===== config.mk =====
export PLATFORM = sky130hd
export DESIGN_NAME = cwin_gather_agen
export DESIGN_NICKNAME = d
export VERILOG_FILES = /design/src/rtl/cwin_gather_agen.sv
export SDC_FILE = /design/constraint.sdc
export NUM_CORES = 2
export LEC_CHECK = 0
export BUFFER_PORTS_ARGS = -buffer_cell sky130_fd_sc_hd__buf_2
export CELL_PAD_IN_SITES_DETAIL_PLACEMENT = 0
export CELL_PAD_IN_SITES_GLOBAL_PLACEMENT = 1
export CORE_MARGIN = 4
export CORE_UTILIZATION = 47
export CTS_CLUSTER_DIAMETER = 100
export DETAILED_ROUTE_END_ITERATION = 8
export PLACE_DENSITY_LB_ADDON = 0.12
export SLEW_MARGIN = 15
export SYNTH_ARGS = -nofsm -noshare
export SYNTH_HDL_FRONTEND = slang
export SYNTH_SLANG_ARGS = --single-unit

===== constraint.sdc =====
create_clock -name clk -period 20.1 [get_ports clk]
set_clock_uncertainty 0.15 [all_clocks]
set_input_delay 6.03 -clock clk [delete_from_list [all_inputs] [get_ports clk]]
set_output_delay 6.03 -clock clk [all_outputs]
set_load 0.1 [all_outputs]

===== src/rtl/cwin_gather_agen.sv =====
module cwin_gather_agen #(
  parameter int AW = 32,
  parameter int IW = 16,
  parameter int CW = 16,
  parameter int OW = 16
) (
  input  logic          clk,
  input  logic          rst_n,
  input  logic          start,
  input  logic          src_sel,
  input  logic [CW-1:0] elem_count,
  input  logic [AW-1:0] scalar_base,
  input  logic [AW-1:0] table_base,
  input  logic [AW-1:0] row_stride,
  input  logic [AW-1:0] win_base,
  input  logic [OW-1:0] win_size,
  input  logic [OW-1:0] win_offset,
  output logic          busy,
  output logic          idx_rd_en,
  output logic [AW-1:0] idx_rd_addr,
  input  logic [IW-1:0] idx_rd_data,
  output logic          req_valid,
  input  logic          req_ready,
  output logic [AW-1:0] req_addr,
  output logic          done,
  output logic          wb_valid,
  output logic [OW-1:0] wb_offset
);

  typedef enum logic [2:0] {S_IDLE, S_NORM, S_FETCH, S_CALC, S_REQ, S_FIN} state_t;

  state_t        state;
  logic          src_q;
  logic [CW-1:0] cnt_q, elem_q;
  logic [AW-1:0] sbase_q, tbase_q, stride_q, win_base_q, raddr_q;
  logic [OW-1:0] size_q, off_q;
  logic [OW-1:0] off_inc;

  assign off_inc     = off_q + 1'b1;
  assign busy        = (state != S_IDLE);
  assign idx_rd_en   = (state == S_FETCH);
  assign idx_rd_addr = src_q ? win_base_q + AW'(off_q) : sbase_q + AW'(elem_q);
  assign req_valid   = (state == S_REQ);
  assign req_addr    = raddr_q;
  assign done        = (state == S_FIN);
  assign wb_valid    = done & src_q;
  assign wb_offset   = off_q;

  always_ff @(posedge clk) begin
    if (!rst_n) begin
      state      <= S_IDLE;
      src_q      <= 1'b0;
      cnt_q      <= '0;
      elem_q     <= '0;
      sbase_q    <= '0;
      tbase_q    <= '0;
      stride_q   <= '0;
      win_base_q <= '0;
      raddr_q    <= '0;
      size_q     <= '0;
      off_q      <= '0;
    end else begin
      case (state)
        S_IDLE: if (start) begin
          src_q      <= src_sel;
          cnt_q      <= elem_count;
          elem_q     <= '0;
          sbase_q    <= scalar_base;
          tbase_q    <= table_base;
          stride_q   <= row_stride;
          win_base_q <= win_base;
          size_q     <= (win_size == '0) ? OW'(1) : win_size;
          off_q      <= win_offset;
          if (src_sel)                 state <= S_NORM;
          else if (elem_count == '0)   state <= S_FIN;
          else                         state <= S_FETCH;
        end
        S_NORM: begin
          if (off_q >= size_q)   off_q <= off_q - size_q;
          else if (cnt_q == '0)  state <= S_FIN;
          else                   state <= S_FETCH;
        end
        S_FETCH: state <= S_CALC;
        S_CALC: begin
          raddr_q <= tbase_q + AW'(idx_rd_data) * stride_q;
          state   <= S_REQ;
        end
        S_REQ: if (req_ready) begin
          elem_q <= elem_q + 1'b1;
          if (src_q) off_q <= (off_inc == size_q) ? '0 : off_inc;
          state <= (elem_q == cnt_q - 1'b1) ? S_FIN : S_FETCH;
        end
        S_FIN: state <= S_IDLE;
        default: state <= S_IDLE;
      endcase
    end
  end

endmodule


==> flow_summary.yaml <==
run_status:
  outcome: "completed"
floorplanning:
  pin_count: 282
  die_x_um: 238.5
  initial_core_util: 0.4752
  dieArea_um2: 56880
  num_rows: 84
  coreArea_um2: 52550
  dieHeight_um: 238.5
worst_setup_path:
  ff2ff_setup_slack_ns: 12.94
  crit_arrival_ns: 12.67
  critPathSlowestCell: "o31ai_1"
  path_cells: "buf_2 > nand2_1 > fa_1 > fa_1 > fa_1 > fa_1 > inv_1 > fa_1 > inv_1 > fa_1 > inv_1 > ha_1 > o21ai_0 > nor2_1 > o21ai_0 > o31ai_1 > a311oi_1 > o221ai_1 > a21oi_1 > o211a_1 > a211oi_1"
  path_max_fanout: 31
  critical_path_class: "in2reg"
  required_ns: 20.45
  max_stage_delay_ns: 0.60
  start_kind: "input pin"
  end_kind: "flip-flop"
  crit_top_cell: "fa_1"
timing:
  finalCritPeriodShare: 0.6130
  finalMaxSlewViolations: 0
  relSlewSlack: 0.2883
  min_period_ns: 12.32
  max_freq_ghz: 0.08115
  worst_pin_slew_ns: 1.067
  hold_viol: 0
  setup_violations: 0
  setup_tns_ns: 0
  rsz0062_at_grt: "no"
global_route:
  met3_usage: 0.04811
  use_met1: 0.3514
  grt.total_usage: 0.2608
  antenna_found_initial: 4
  use_met2: 0.4369
  grt_busiest_layer: "met2"
  grt_pass1_wl_um: 118600
  grt_pass1_vias: 21830
  grt_start_max_net_pins: 117
  overflow: 0
cells_and_area:
  final.fill_count: 5145
  drive_gt1_frac: 0.1111
  seq_area_um2: 4566
  multi_input_area_um2: 17970
  nNetsFinal: 3971
  syn2layout_area_growth_pct: 11.44
detailed_routing:
  drc: 0
  vias: 21430
  wl_per_cell_um: 18.54
  first_iter_violations: 1108
  ant_nets: 0
  vias_per_cell: 5.318
  wirelength_um: 74730
  dr.pass1.iters: 5
cts:
  cts_sinks: 228
  hold_buffers: 0
  cts-buffers-inserted: 29
  cts-root-buf: "clkbuf_16"
  clk_pin_slew_worst_paths_ns: 0.06
  cts_tree: "done"
  cts_resized: 0
  clockBufferDepth: 3
  clock_latency_ns: 0.61
  cts_setup_buffers: 0
  htreeDepth: 1
placed_design:
  io_buffers: 281
  place.gp.congestion: 0.8948
  place_hpwl_um: 58850
power_and_ir_drop:
  ir_worst_vdd_mv: 0.09910
  powerDensity_nw_per_um2: 166.7
  p_leak_nw: 12.74
  power.total_w: 0.004638
synthesis:
  synth_cell_types: 71
  yosys.cell_count.top_type: "nand2_1"
  async_flop_share: 0
  syn_area_per_cell_um2: 7.952
  synth.area.top_cells: "fa_1 (27%), dfxtp_1 (18%), nand2_1 (10%)"
  ys_ff_latch: 228
  synth_cells: 3140
  synth.yosys.seq_area_share: 0.1828
  synth_ff_type: "dfxtp_1"
  netlist_area_um2: 24970
  synth_largest_area_cell: "fa_1"
  ys_warn_count: 0
  synth_common_cells: "nand2_1 (678), inv_1 (497), fa_1 (337), a21oi_1 (255), dfxtp_1 (228)"
  syn-num-nets: 3794
  synth-edff-count: 0
  netlist.area_leader.share: 0.2702
worst_hold_path:
  hold_class: "reg2reg"
flow_run:
  maxCapViolCount: 0
[cells by family after synthesis]
group,after synthesis,share of synthesized area
fa+ha+maj,457,0.3303
flops,228,0.1828
simple gates,1126,0.2044
compound gates,498,0.1183
xor+xnor,165,0.05953
buf+inv,650,0.09816
mux,16,0.006514
[sequential cells by signal, indices dropped and copies added (netlist names)]
name        count
cnt_q          16
elem_q         16
req_addr       32
sbase_q        32
size_q         16
src_q           1
state           3
stride_q       32
tbase_q        32
wb_offset      16
win_base_q     32
[layout by cell type (no fill, tap or decap), types with 6 or more instances in the layout]
cell,netlist,layout
o21a_1,11,11
nor2b_1,12,12
buf_2,3,281
xnor2_1,109,109
clkbuf_16,0,29
a21oi_1,255,255
a31oi_1,16,16
nor3_1,22,22
nor4_1,16,16
o21bai_1,6,6
buf_4,2,18
nand2b_1,10,10
nand2_1,678,678
and3_1,24,24
nor3b_1,8,8
ha_1,120,120
a22oi_1,6,6
o21ai_0,85,84
dfxtp_1,228,227
nand3_1,48,48
and2_1,150,150
or4_1,6,6
o31ai_1,9,9
or2_2,10,9
mux2i_1,14,14
a211oi_1,15,15
nor2_1,86,84
a21o_1,26,26
nand4_1,20,20
or3_1,20,20
o211ai_1,8,8
xor2_1,53,53
inv_1,497,496
fa_1,337,337
[worst max-delay path, delay by kind of cell]
kind | cells | cell delay, ns
compound gates | 8 | 2.13
simple gates | 2 | 0.30
fa+ha+maj | 7 | 3.54
buf+inv | 4 | 0.66
[area by class of cell]
class	count	share of cell area
multi-input cells	2262	0.6457
repair buffers	299	0.05539
well taps	688	0.03093
clock buffers	38	0.02909
flip-flops and latches	228	0.1641
diodes	3	0.0002698
clock inverters	15	0.007374
inverters	497	0.06722
[final timing paths]
kind,startpoint,to,depth (start not counted)
worst max-delay path,idx_rd_data[1],req_addr[31],21
worst min-delay path,req_addr[23],req_addr[23],2
worst max register to register,stride_q[10],req_addr[31],20
worst min register to register,req_addr[23],req_addr[23],2
[per-layer routing]
layer | vias up | wire length (um) | part of all wire
met3 | 109 | 4548 | 0.061
met1 | 10520 | 32560 | 0.44
li1 | 10240 | - | -
met5 | - | 13 | 0.00017
met4 | 2 | 2045 | 0.027
met2 | 561 | 35560 | 0.48
[stage by stage]
step / utilization / area [um^2] / setup WS (ns) / std cells / hold slack (ns)
after CTS: 0.5294 / 27820 / 7.851 / 4027 / 0.3038
after floorplan: - / 24970 / 8.121 / 3140 / 0.2863
final: 0.5295 / 27830 / 7.778 / 4030 / 0.3036
after detailed placement: 0.5101 / 26810 / 7.248 / 3974 / 0.2954
after global placement: 0.5101 / 26810 / 7.325 / 3974 / 0.2880
after global routing: 0.5295 / 27820 / 7.470 / 4028 / 0.3131
[where the power goes]
| group | switching (W) | leakage, nW | internal [W] |
|---|---|---|---|
| Sequential | 0.000151 | 1.86 | 0.000544 |
| Combinational | 0.00214 | 10.4 | 0.00124 |
| Clock | 0.000226 | 0.493 | 0.000336 |
Power figures use the tool's default switching activity.
